$ cat src/rtl/lcp_pkg.sv
package lcp_pkg;

    typedef enum logic {
        HIST_MODE  = 1'b0,
        COUNT_MODE = 1'b1
    } mode_e;

    typedef enum logic [2:0] {
        XF_SHIFT       = 3'd0,
        XF_ENTER_COUNT = 3'd1,
        XF_COUNT_UP    = 3'd2,
        XF_HOLD_SAT    = 3'd3,
        XF_EXIT_COUNT  = 3'd4
    } xfer_e;

endpackage

$ cat src/rtl/lcp_hist_table.sv
module lcp_hist_table
    import lcp_pkg::*;
#(
    parameter int IDX_W  = 3,
    parameter int HIST_W = 4,
    parameter int PT_W   = HIST_W + 2
) (
    input  logic              clk,
    input  logic              rst_n,
    input  logic [IDX_W-1:0]  rd_idx,
    output logic [PT_W-1:0]   rd_pt_idx,
    input  logic              upd_valid,
    input  logic [IDX_W-1:0]  upd_idx,
    input  logic              upd_taken,
    output logic [PT_W-1:0]   upd_pt_idx,
    output mode_e             upd_mode,
    output logic              upd_dir,
    output logic [HIST_W-1:0] upd_val,
    output xfer_e             upd_xfer
);

    localparam int ENTRIES = 1 << IDX_W;
    localparam logic [HIST_W-1:0] CNT_MAX  = '1;
    localparam logic [HIST_W-1:0] CNT_LOAD = HIST_W'(HIST_W);

    mode_e             mode_q [ENTRIES];
    logic              dir_q  [ENTRIES];
    logic [HIST_W-1:0] val_q  [ENTRIES];

    mode_e             nxt_mode;
    logic              nxt_dir;
    logic [HIST_W-1:0] nxt_val;
    logic [HIST_W-1:0] shifted;

    // Current state of both addressed entries.
    assign upd_mode = mode_q[upd_idx];
    assign upd_dir  = dir_q[upd_idx];
    assign upd_val  = val_q[upd_idx];
    assign shifted  = {upd_val[HIST_W-2:0], upd_taken};

    assign rd_pt_idx  = {mode_q[rd_idx] == COUNT_MODE, dir_q[rd_idx], val_q[rd_idx]};
    assign upd_pt_idx = {upd_mode == COUNT_MODE, upd_dir, upd_val};

    // Transition selection.
    always_comb begin
        upd_xfer = XF_SHIFT;
        unique case (upd_mode)
            HIST_MODE: begin
                if ((shifted == '0) || (shifted == '1))
                    upd_xfer = XF_ENTER_COUNT;
                else
                    upd_xfer = XF_SHIFT;
            end
            COUNT_MODE: begin
                if (upd_taken != upd_dir)
                    upd_xfer = XF_EXIT_COUNT;
                else if (upd_val == CNT_MAX)
                    upd_xfer = XF_HOLD_SAT;
                else
                    upd_xfer = XF_COUNT_UP;
            end
            default: upd_xfer = XF_SHIFT;
        endcase
    end

    // Entry contents produced by each transition.
    always_comb begin
        nxt_mode = upd_mode;
        nxt_dir  = upd_dir;
        nxt_val  = upd_val;
        unique case (upd_xfer)
            XF_SHIFT: begin
                nxt_mode = HIST_MODE;
                nxt_dir  = 1'b0;
                nxt_val  = shifted;
            end
            XF_ENTER_COUNT: begin
                nxt_mode = COUNT_MODE;
                nxt_dir  = upd_taken;
                nxt_val  = CNT_LOAD;
            end
            XF_COUNT_UP: begin
                nxt_mode = COUNT_MODE;
                nxt_val  = upd_val + 1'b1;
            end
            XF_HOLD_SAT: begin
                nxt_mode = COUNT_MODE;
                nxt_val  = CNT_MAX;
            end
            XF_EXIT_COUNT: begin
                nxt_mode = HIST_MODE;
                nxt_dir  = 1'b0;
                nxt_val  = {{(HIST_W-1){upd_dir}}, upd_taken};
            end
            default: ;
        endcase
    end

    // State register.
    always_ff @(posedge clk or negedge rst_n) begin
        if (!rst_n) begin
            for (int i = 0; i < ENTRIES; i++) begin
                mode_q[i] <= HIST_MODE;
                dir_q[i]  <= 1'b0;
                val_q[i]  <= '0;
            end
        end else if (upd_valid) begin
            mode_q[upd_idx] <= nxt_mode;
            dir_q[upd_idx]  <= nxt_dir;
            val_q[upd_idx]  <= nxt_val;
        end
    end

endmodule

$ cat src/rtl/lcp_pattern_table.sv
module lcp_pattern_table #(
    parameter int PT_W = 6
) (
    input  logic            clk,
    input  logic            rst_n,
    input  logic [PT_W-1:0] rd_idx,
    output logic            rd_taken,
    input  logic            upd_valid,
    input  logic [PT_W-1:0] upd_idx,
    input  logic            upd_taken
);

    localparam int PT_ENTRIES = 1 << PT_W;
    localparam logic [1:0] WEAK_T = 2'b10;

    logic [1:0] ctr_q [PT_ENTRIES];
    logic [1:0] cur_ctr;

    assign rd_taken = ctr_q[rd_idx][1];
    assign cur_ctr  = ctr_q[upd_idx];

    always_ff @(posedge clk or negedge rst_n) begin
        if (!rst_n) begin
            for (int i = 0; i < PT_ENTRIES; i++)
                ctr_q[i] <= WEAK_T;
        end else if (upd_valid) begin
            if (upd_taken && (cur_ctr != 2'b11))
                ctr_q[upd_idx] <= cur_ctr + 2'b01;
            else if (!upd_taken && (cur_ctr != 2'b00))
                ctr_q[upd_idx] <= cur_ctr - 2'b01;
        end
    end

endmodule

$ cat src/rtl/loopcnt_pred.sv
module loopcnt_pred
    import lcp_pkg::*;
#(
    parameter int IDX_W  = 3,
    parameter int HIST_W = 4
) (
    input  logic             clk,
    input  logic             rst_n,
    input  logic [IDX_W-1:0] lk_idx,
    output logic             lk_taken,
    input  logic             up_valid,
    input  logic [IDX_W-1:0] up_idx,
    input  logic             up_taken
);

    localparam int PT_W = HIST_W + 2;

    logic [PT_W-1:0]   rd_pt_idx;
    logic [PT_W-1:0]   upd_pt_idx;
    mode_e             upd_mode;
    logic              upd_dir;
    logic [HIST_W-1:0] upd_val;
    xfer_e             upd_xfer;

    lcp_hist_table #(
        .IDX_W  (IDX_W),
        .HIST_W (HIST_W),
        .PT_W   (PT_W)
    ) u_hist (
        .clk        (clk),
        .rst_n      (rst_n),
        .rd_idx     (lk_idx),
        .rd_pt_idx  (rd_pt_idx),
        .upd_valid  (up_valid),
        .upd_idx    (up_idx),
        .upd_taken  (up_taken),
        .upd_pt_idx (upd_pt_idx),
        .upd_mode   (upd_mode),
        .upd_dir    (upd_dir),
        .upd_val    (upd_val),
        .upd_xfer   (upd_xfer)
    );

    lcp_pattern_table #(
        .PT_W (PT_W)
    ) u_pt (
        .clk       (clk),
        .rst_n     (rst_n),
        .rd_idx    (rd_pt_idx),
        .rd_taken  (lk_taken),
        .upd_valid (up_valid),
        .upd_idx   (upd_pt_idx),
        .upd_taken (up_taken)
    );

endmodule

$ cat config.mk
export PLATFORM = sky130hd
export DESIGN_NAME = loopcnt_pred
export DESIGN_NICKNAME = d
export VERILOG_FILES = /design/src/rtl/lcp_pkg.sv /design/src/rtl/lcp_hist_table.sv /design/src/rtl/lcp_pattern_table.sv /design/src/rtl/loopcnt_pred.sv
export SDC_FILE = /design/constraint.sdc
export NUM_CORES = 1
export LEC_CHECK = 0
export BUFFER_PORTS_ARGS = -buffer_cell sky130_fd_sc_hd__buf_4
export CAP_MARGIN = 5
export CORE_ASPECT_RATIO = 0.6
export CORE_UTILIZATION = 44
export DETAILED_ROUTE_END_ITERATION = 8
export PLACE_DENSITY = 0.6
export SYNTH_ARGS = -nofsm -noshare
export SYNTH_HDL_FRONTEND = slang
export SYNTH_HIERARCHICAL = 1
export SYNTH_SLANG_ARGS = --single-unit
$ cat constraint.sdc
create_clock -name clk -period 6.5 [get_ports clk]
set_clock_uncertainty 0.15 [all_clocks]
set_input_delay 1.3 -clock clk [delete_from_list [all_inputs] [get_ports clk]]
set_output_delay 1.3 -clock clk [all_outputs]
set_load 0.005 [all_outputs]
Yosys cells after proc, flatten, opt, wreduce, memory -nomap -nowiden
Cells that the tools add are included.

Input bits: 10. Register bits: 176. RAM bits: 0. Memories kept: 0. Bits in latches: 0. Logic and storage cells: 167. Bits in read-only memories: 0. Output and inout bits: 1.

Equal/unequal tests: 8. Div/mod/pow operators: 0. Magnitude comparators: 6. $mul: 0. Multiplexer cells: 44. $add $sub $neg: 3. Reduce and logical (&&, ||, !) cells: 13. Shift operators: 0. Bitwise logic cells: 5.

Operators with widths (count): $bwmux W128 (2); $mux W128 (2); $bwmux W32 (1); $bmux W2 S6 (2); $bmux W4 S3 (2); $mux W4 (5); $pmux W4 S5 (1); $bwmux W8 (2); $ge A7 B7 Y1 const B (2); $not A6 Y7 (2); $bmux W1 S3 (4); $demux W2 S6 (1); $demux W4 S3 (1); $mux W1 (11); $mux W2 (5); $eq A4 B4 Y1 const B (2); $ge A4 B4 Y1 const B (2); $not A3 Y4 (2); $lt A7 B1 Y1 const B (1); $eq A3 B2 Y1 const B (2); $pmux W3 S2 (1); $add A4 B1 Y4 const B (1); $logic_and A1 B1 Y1 (4); $logic_not A4 Y1 (1); other kinds (18) (20).

Depth between registers and ports, before layout
Gate-level depths: netlist (run 1).

Word-level depth: 12. Gate-level depth with buffers: 23. Depth with buffers taken out: 17.

Cells and area by module
The synthesis (run 1) kept the hierarchy.

By module, submodules not included: lcp_pattern_table (area each 6924.1 um^2, cells each 547, times used 1, sequential area each 3283.1 um^2); lcp_hist_table (area each 3101.7 um^2, cells each 312, times used 1, sequential area each 1201.2 um^2).

Worst setup path after synthesis (run 1)
Ideal clock, no wire load.

Kind: input to register. From: input up_idx[1]. To: register with a tool-made name. Stages on the path: 19. Setup slack: 0.524 ns. Data required time: 6.225 ns. Arrival time: 5.701 ns. Library setup time: 0.125 ns. Path buffers: 3. Cells stage by stage: buf_6 -> mux2_4 -> mux4_2 -> nor2_4 -> inv_2 -> buf_6 -> mux2_4 -> a221o_1 -> nand2_1 -> a21oi_1 -> a2111o_1 -> or4_1 -> ha_1 -> nor2b_1 -> o21ai_1 -> or3_1 -> clkbuf_1 -> nor2_1 -> mux2_2.

RTL lines: start, declared (line loopcnt_pred.sv:12) `input logic [IDX_W-1:0] up_idx,`.

==> flow_summary_export.csv, run 1 <==
group,metric,value,unit
setup_path,reg2reg_slack,1.19,ns
setup_path,worst_path_most_repeated_cell,"buf_4",
floorplan,initial_utilization,45.04,%
min_path,min_path_cells,1,
synthesis,synth_warnings,6,
floorplan,io_pins,11,
floorplan,die_w,196.3,µm
cts,cts.repair.resized,0,
setup_path,reg2reg_depth,17,
routing,drt_iter0_drc,813,
min_path,hold_path_class,"reg -> reg",
setup_path,cp.arrival,6.15,ns
place,hpwl,20960,µm
global_route,grt_overflow_total,0,
global_route,grt_pass1_vias,7019,
routing,num_vias,7340,
routing,drc,0,
place,gp_congestion,0.9491,
sta,finalMaxSlewViolations,0,
setup_path,crit_slowest_cell,"or3_1",
finish,multi_input_area,5195,µm²
global_route,gr-usage-all-layers,26.60,%
finish,diodes,0,
finish,num-nets-final,894,
cts,post-cts-setup-buffer-count,0,
run,drv_cap,0,
cts,cts.sinks,176,
routing,detail-route-antenna-nets,0,
pwr,ir_drop,0.2960,mV
routing,wl_per_cell,24.35,µm
floorplan,dieArea,23270,µm²
sta,setup_viol,0,
finish,regArea,4484,µm²
setup_path,critPathCaptureType,"register",
sta,timing.fmax,167.7,MHz
finish,area_growth,12.31,%
sta,fin_ws,0.5370,ns
sta,whs,0.3336,ns
sta,hold_viol_final,0,
cts,clk_latency,0.46,ns
sta,rsz0062_at_grt,"no",
finish,drive_gt1_share,40.83,%
pwr,leakagePower,4.619,nW
synthesis,synth.cell_area,9965,µm²
cts,cts.clk_slew.worst_paths,0.07,ns
place,pre_cts_ws,0.1427,ns
routing,first_pass_iters,5,
floorplan,core,22120,µm²
run_status,status,"completed",
setup_path,cp-start-kind,"input port",
cts,htreeDepth,4,
cts,numCtsBuffers,17,
global_route,grt_pass1_wl,45170,µm
global_route,grt_antenna_before_repair,0,
pwr,power_density,407.8,nW/µm²
place,dp.cells,1170,
setup_path,worst-path-max-fanout,16,
cts,tritoncts,"done",
setup_path,critical_path_class,"in -> reg",
setup_path,r2r_start,"u_hist/val_q[18]$_DFFE_PN0P_",
synthesis,syn_nets,862,
place,port_buffers,10,
global_route,grt_max_degree,93,
cts,clock_path_buffers,2,
routing,viasPerCell,6.106,
synthesis,syn_area_per_cell,11.74,µm²
pwr,finalPower,4.563,mW
setup_path,cpPeakStageDelay,0.55,ns
routing,routed_wirelength,29270,µm
sta,finalSetupTns,0,ns
synthesis,syn_inst,849,
cts,root_buffer,"clkbuf_16",
finish,fillCellCount,1974,
setup_path,cp_data_required_time,6.69,ns
finish,final_cells,1202,
setup_path,startpoint,"up_idx[1]",
sta,post-route-period-util,91.74,%
sta,slew_headroom,29.59,%
floorplan,num_rows,42,
floorplan,fp.dieH,118.6,µm
setup_path,worstPathCellList,"buf_4 -> mux2_1 -> mux4_2 -> nor2_4 -> inv_2 -> buf_4 -> mux2_1 -> a32oi_1 -> a21oi_1 -> a2111o_1 -> or4_1 -> ha_1 -> nor2b_1 -> o21ai_1 -> buf_4 -> or3_1 -> nor2_1 -> mux2_2",
sta,worst_pin_slew,1.051,ns
cts,cts_hold_buf,0,
sta,finalCriticalPeriod,5.963,ns
==> power breakdown <==
group	internal (mW)	switching, mW	total (mW)
combinational	0.806	1.09	1.90
clock	0.578	0.429	1.01
sequential	1.42	0.239	1.66
==> per-layer routing <==
layer	track usage (%)	part of all wire [%]	vias to the layer above
met3	8.248	9.2	26
met1	44.67	52	3807
met2	31.12	37	296
met5	1.743	0.18	-
li1	-	-	3209
met4	6.396	1.2	2
==> cell usage in the layout, fill, tap and decap left out, types with 4 or more instances in the layout <==
| cell type | n |
|---|---|
| mux2_2 | 136 |
| nor2_1 | 117 |
| dfrtp_1 | 112 |
| nand2_1 | 66 |
| dfstp_2 | 64 |
| buf_4 | 58 |
| mux4_2 | 44 |
| mux2i_1 | 34 |
| o21ai_0 | 25 |
| clkbuf_16 | 17 |
| mux2_1 | 13 |
| o21ai_1 | 13 |
| nand2b_1 | 12 |
| o22ai_1 | 11 |
| nand3_1 | 11 |
| a31oi_1 | 10 |
| a21oi_2 | 9 |
| a21oi_1 | 9 |
| nor2b_1 | 8 |
| clkbuf_1 | 6 |
| a22oi_1 | 6 |
| a221oi_1 | 6 |
| clkbuf_8 | 5 |
| inv_1 | 5 |
| nand3b_1 | 5 |
| buf_12 | 4 |
| and2_1 | 4 |
| o21a_1 | 4 |
| nor3_1 | 4 |
| a221o_1 | 4 |
| a22o_1 | 4 |
==> metrics by stage <==
step	util, %	area [µm²]
2_1_floorplan	-	9965
3_3_place_gp	48.03	10630
3_5_place_dp	48.03	10630
4_1_cts	50.58	11190
5_1_grt	50.58	11190
6_report	50.58	11190
==> cell type report <==
| type | count | share of cell area [%] |
|---|---|---|
| Multi-Input combinational cell | 614 | 46.42 |
| Clock inverter | 4 | 0.4360 |
| Tap cell | 308 | 3.444 |
| Clock buffer | 28 | 4.618 |
| Timing Repair Buffer | 63 | 4.707 |
| Sequential cell | 176 | 40.07 |
| Inverter | 9 | 0.3019 |
==> path summary, 6_finish.rpt <==
check / endpoint
setup / recovery: register
hold / removal: register
setup reg to reg: register
hold reg to reg: register
max in group asynchronous: u_pt/ctr_q[83]$_DFFE_PN1P_
min in group asynchronous: asynchronous set/reset pin
==> critical path, delay by kind of cell <==
family,cells,cell delay (ns)
AO/OA/AOI/OAI,4,0.75
adder cells (fa/ha/maj),1,0.21
buffers and inverters,4,0.64
multiplexers,4,1.56
AND/OR/NAND/NOR,5,1.66
No activity file was read; power rests on OpenSTA's default activity.
==> inputs of run 2 (changes only) <==
==> constraint.sdc (replaced) <==
create_clock -name clk -period 6.2 [get_ports clk]
set_clock_uncertainty 0.15 [all_clocks]
set_input_delay 1.24 -clock clk [delete_from_list [all_inputs] [get_ports clk]]
set_output_delay 1.24 -clock clk [all_outputs]
set_load 0.005 [all_outputs]
==> flow_summary_export.csv, run 2 (synthesized netlist as in run 1, its figures left out) <==
group,metric,value,unit
run_status,status,"completed",
setup_path,r2r_start,"u_hist/val_q[18]$_DFFE_PN0P_",
place,dp.cells,1175,
routing,wl_met1,14410,µm
global_route,gr-usage-all-layers,26.40,%
sta,timing.fmax,174.2,MHz
finish,area_growth,12.63,%
sta,fin_ws,0.4608,ns
finish,final_util,50.73,%
finish,final_common_cell,"mux2_2",
setup_path,reg2reg_slack,0.97,ns
cts,cts_hold_buf,0,
place,placed_cell_area,10630,µm²
routing,viasPerCell,6.070,
pwr,leakagePower,4.642,nW
setup_path,worst-path-max-fanout,11,
global_route,grt_pass1_wl,45110,µm
setup_path,worst_path_most_repeated_cell,"buf_4",
sta,hold_viol_final,0,
floorplan,fp.dieH,118.6,µm
floorplan,initial_utilization,45.04,%
cts,post-cts-setup-buffer-count,0,
cts,tritoncts,"done",
pwr,combPwrFrac,40.6,%
sta,finalMaxSlewViolations,0,
global_route,grt_max_degree,95,
floorplan,die_w,196.3,µm
run,drv_cap,0,
global_route,grt_pass1_vias,7172,
floorplan,core,22120,µm²
finish,final_cells,1207,
routing,drt_iter0_drc,649,
pwr,pwr-share-clk,23.4,%
floorplan,dieArea,23270,µm²
sta,finalSetupTns,0,ns
floorplan,io_pins,11,
sta,whs,0.3423,ns
setup_path,cp.arrival,5.92,ns
pwr,seqPwrFrac,36.1,%
routing,routed_wirelength,28800,µm
setup_path,crit_slowest_cell,"or3_1",
setup_path,worstPathCellList,"buf_4 -> buf_4 -> and2_1 -> mux4_2 -> nor2_4 -> inv_2 -> mux2_4 -> a221o_1 -> nand2_1 -> a21oi_1 -> a2111o_1 -> or4_1 -> ha_1 -> nor2b_1 -> o21ai_1 -> or3_1 -> nor2_1 -> mux2_2",
place,hpwl,20750,µm
cts,clock_path_buffers,2,
pwr,power_density,425.1,nW/µm²
sta,slew_headroom,41.49,%
routing,num_vias,7327,
setup_path,worst-path-buf-inv,3,
pwr,internal_power,2.947,mW
setup_path,reg2reg_depth,16,
routing,wl_per_cell,23.86,µm
place,gp_congestion,0.9291,
cts,cts.repair.resized,0,
min_path,hold_path_class,"reg -> reg",
finish,drive_gt1_share,41.49,%
sta,post-route-period-util,92.57,%
sta,worst_pin_slew,0.8767,ns
routing,detail-route-antenna-nets,0,
setup_path,critPathCaptureType,"register",
cts,clk_latency,0.45,ns
cts,cts.clk_slew.worst_paths,0.06,ns
pwr,ir_drop,0.5498,mV
setup_path,cp_num_cells,18,
setup_path,cpPeakStageDelay,0.56,ns
routing,top_layer,"met4",
finish,diodes,0,
sta,setup_viol,0,
finish,final_area,11220,µm²
cts,htreeDepth,4,
finish,final_cell_mix,"mux2_2 (136), nor2_1 (117), dfrtp_1 (112)",
sta,rsz0062_at_grt,"no",
global_route,grt_antenna_before_repair,0,
finish,num-nets-final,899,
setup_path,cp-start-kind,"input port",
cts,root_buffer,"clkbuf_16",
cts,numCtsBuffers,17,
pwr,swShare,38.22,%
sta,finalCriticalPeriod,5.739,ns
routing,first_pass_iters,5,
setup_path,cp_top_family,"simple AND/OR/NAND/NOR gates",
pwr,finalPower,4.771,mW
setup_path,critical_path_class,"in -> reg",
pwr,p_switching,1.824,mW
floorplan,num_rows,42,
routing,wl_met3,3233,µm
setup_path,cp_data_required_time,6.38,ns
routing,drc,0,
routing,wl_met2,10700,µm
place,port_buffers,10,
global_route,grt_overflow_total,0,
place,pre_cts_ws,0.05249,ns
cts,cts.sinks,176,
setup_path,startpoint,"up_idx[1]",
-- run 2: cell count changes in the layout (fill, tap and decap cells not counted) --
cell / before / now
inv_6: 0 / 1
clkinvlp_4: 0 / 2
buf_4: 58 / 66
clkinv_2: 2 / 4
clkbuf_8: 5 / 2
bufinv_16: 1 / 3
clkinv_4: 1 / 0
buf_12: 4 / 1
clkbuf_1: 6 / 3
-- run 2: power groups by stage --
stage	clock [mW]	sequential [mW]	combinational, mW
floorplan	0	1.62	1.31
global placement	0	1.73	1.87
detailed placement	0	1.72	1.89
CTS	1.14	1.71	1.90
global route	1.18	1.75	2.08
finish	1.12	1.72	1.94
-- run 2: how the worst min path moves through the flow --
stage	from	to	slack [ns]	cells past startpoint
after floorplan	register	register	0.30	1
after global placement	register	register	0.33	1
after detailed placement	register	register	0.33	1
after CTS	register	register	0.35	1
after global routing	register	register	0.36	1
final	register	register	0.34	1
-- run 2: area by class of cell --
cell class	instances	area, µm²
multi-input cells	614	5195
flip-flops and latches	176	4484
well taps	308	385.4
repair buffers	68	526.8
fillers	1977	10900
clock inverters	10	133.9
inverters	9	33.78
clock buffers	22	464.2
-- run 2: per-layer routing --
metal | GRT usage (%) | vias to the layer above
met2 | 31.21 | 308
met1 | 42.99 | 3756
met5 | 0 | -
met4 | 8.301 | 0
li1 | - | 3225
met3 | 8.847 | 38
==> inputs of run 3 (changes only) <==
--- a/config.mk
+++ b/config.mk
@@ -5,7 +5,7 @@
 export SDC_FILE = /design/constraint.sdc
 export NUM_CORES = 1
 export LEC_CHECK = 0
-export BUFFER_PORTS_ARGS = -buffer_cell sky130_fd_sc_hd__buf_4
+export BUFFER_PORTS_ARGS = -buffer_cell sky130_fd_sc_hd__buf_2
 export CAP_MARGIN = 5
 export CORE_ASPECT_RATIO = 0.6
 export CORE_UTILIZATION = 44
==> constraint.sdc (replaced) <==
create_clock -name clk -period 6.8 [get_ports clk]
set_clock_uncertainty 0.15 [all_clocks]
set_input_delay 1.36 -clock clk [delete_from_list [all_inputs] [get_ports clk]]
set_output_delay 1.36 -clock clk [all_outputs]
set_load 0.005 [all_outputs]
==> flow_summary_export.csv, run 3 (synthesized netlist as in run 1, its figures left out) <==
group,metric,value,unit
cts,cts_hold_buf,0,
cts,htreeDepth,4,
routing,drt_iter0_drc,738,
pwr,power_density,388.6,nW/µm²
finish,diodes,0,
setup_path,reg2reg_depth,17,
routing,routed_wirelength,28910,µm
min_path,min_path_cells,1,
global_route,grt_max_degree,177,
setup_path,cp_top_family,"simple AND/OR/NAND/NOR gates",
cts,clk_latency,0.45,ns
setup_path,r2r_start,"u_hist/val_q[10]$_DFFE_PN0P_",
floorplan,dieArea,23270,µm²
finish,drive_gt1_share,41.04,%
sta,post-route-period-util,89.48,%
cts,cts.repair.resized,0,
run_status,status,"completed",
cts,clock_path_buffers,2,
finish,final_cell_mix,"mux2_2 (136), nor2_1 (117), dfrtp_1 (112)",
place,port_buffers,10,
setup_path,worst-path-buf-inv,2,
cts,post-cts-setup-buffer-count,0,
setup_path,critPathCaptureType,"register",
setup_path,startpoint,"up_idx[1]",
setup_path,cp_num_cells,18,
sta,finalCriticalPeriod,6.085,ns
global_route,grt_pass1_wl,44840,µm
pwr,ir_drop,0.2891,mV
sta,timing.fmax,164.3,MHz
sta,worst_pin_slew,1.133,ns
min_path,hold_path_class,"reg -> reg",
routing,viasPerCell,6.099,
sta,hold_viol_final,0,
place,gp_congestion,0.9265,
sta,finalSetupTns,0,ns
cts,cts.clk_slew.worst_paths,0.07,ns
setup_path,cp_data_required_time,6.98,ns
sta,setup_viol,0,
cts,root_buffer,"clkbuf_16",
setup_path,critical_path_class,"in -> reg",
sta,finalMaxSlewViolations,0,
pwr,leakagePower,4.565,nW
global_route,gr-usage-all-layers,26.28,%
sta,whs,0.3414,ns
cts,tritoncts,"done",
setup_path,cp-start-kind,"input port",
routing,num_vias,7288,
setup_path,worstPathCellList,"buf_2 -> mux2_1 -> mux4_2 -> nor2_4 -> inv_2 -> mux2_4 -> a221o_1 -> nand2_1 -> a21oi_1 -> a2111o_1 -> or4_1 -> ha_1 -> nor2b_1 -> o21ai_1 -> nor2_1 -> nand2_1 -> nor2_1 -> mux2_2",
cts,cts.sinks,176,
floorplan,die_w,196.3,µm
setup_path,cp.arrival,6.26,ns
place,hpwl,20750,µm
routing,drc,0,
sta,rsz0062_at_grt,"no",
routing,detail-route-antenna-nets,0,
cts,numCtsBuffers,17,
finish,area_growth,11.44,%
floorplan,num_rows,42,
finish,num-nets-final,887,
setup_path,cpPeakStageDelay,0.54,ns
floorplan,initial_utilization,45.04,%
global_route,grt_antenna_before_repair,0,
routing,first_pass_iters,5,
finish,final_common_cell,"mux2_2",
setup_path,worst-path-max-fanout,10,
run,drv_cap,0,
floorplan,fp.dieH,118.6,µm
global_route,grt_overflow_total,0,
floorplan,io_pins,11,
floorplan,core,22120,µm²
setup_path,crit_slowest_cell,"mux4_2",
sta,slew_headroom,24.07,%
routing,wl_per_cell,24.19,µm
global_route,grt_pass1_vias,6983,
[run 3: cell types whose count changed in the layout (fill, tap and decap cells not counted)]
cell,change
clkinv_4,+2
clkbuf_1,-3
buf_4,-23
clkinvlp_4,+3
buf_12,+2
buf_2,+9
bufinv_16,-2
[run 3: where the power goes]
group | internal (mW) | switching (mW) | total, mW
combinational | 0.746 | 1.04 | 1.78
sequential | 1.36 | 0.223 | 1.58
clock | 0.522 | 0.433 | 0.956
total | 2.62 | 1.69 | 4.32
[run 3: worst paths after layout]
| kind | slack, ns | end |
|---|---|---|
| worst min-delay path | 0.34 | register |
| worst max-delay path | 0.72 | register |
| worst min register to register | 0.34 | register |
| worst max register to register | 1.39 | register |
| max in group asynchronous | 4.86 | u_hist/mode_q[4]$_DFFE_PN0P_ |
| min in group asynchronous | 0.92 | asynchronous set/reset pin |
[run 3: stage by stage]
stage / util, % / power (mW) / setup slack, ns / area [µm²] / cells
2_1_floorplan: - / 2.670 / 0.7760 / 9965 / 849
5_1_grt: 50.19 / 4.542 / 0.3804 / 11100 / 1195
4_1_cts: 50.19 / 4.296 / 0.7950 / 11100 / 1195
3_5_place_dp: 47.63 / 3.325 / 0.3477 / 10540 / 1163
6_report: 50.19 / 4.316 / 0.7154 / 11100 / 1195
3_3_place_gp: 47.63 / 3.318 / 0.4072 / 10540 / 1163
[run 3: area by class of cell]
class	instances	area (µm²)
well taps	308	385.4
clock buffers	19	452.9
multi-input cells	614	5195
fillers	1970	11020
repair buffers	56	439.2
flip-flops and latches	176	4484
clock inverters	13	113.9
inverters	9	33.78
[run 3: metal layers]
metal	share of wire, %	track usage [%]	vias up
met2	37	30.85	297
li1	-	-	3185
met4	0.92	5.615	0
met3	10	9.418	22
met1	52	43.71	3784
met5	0	0	-
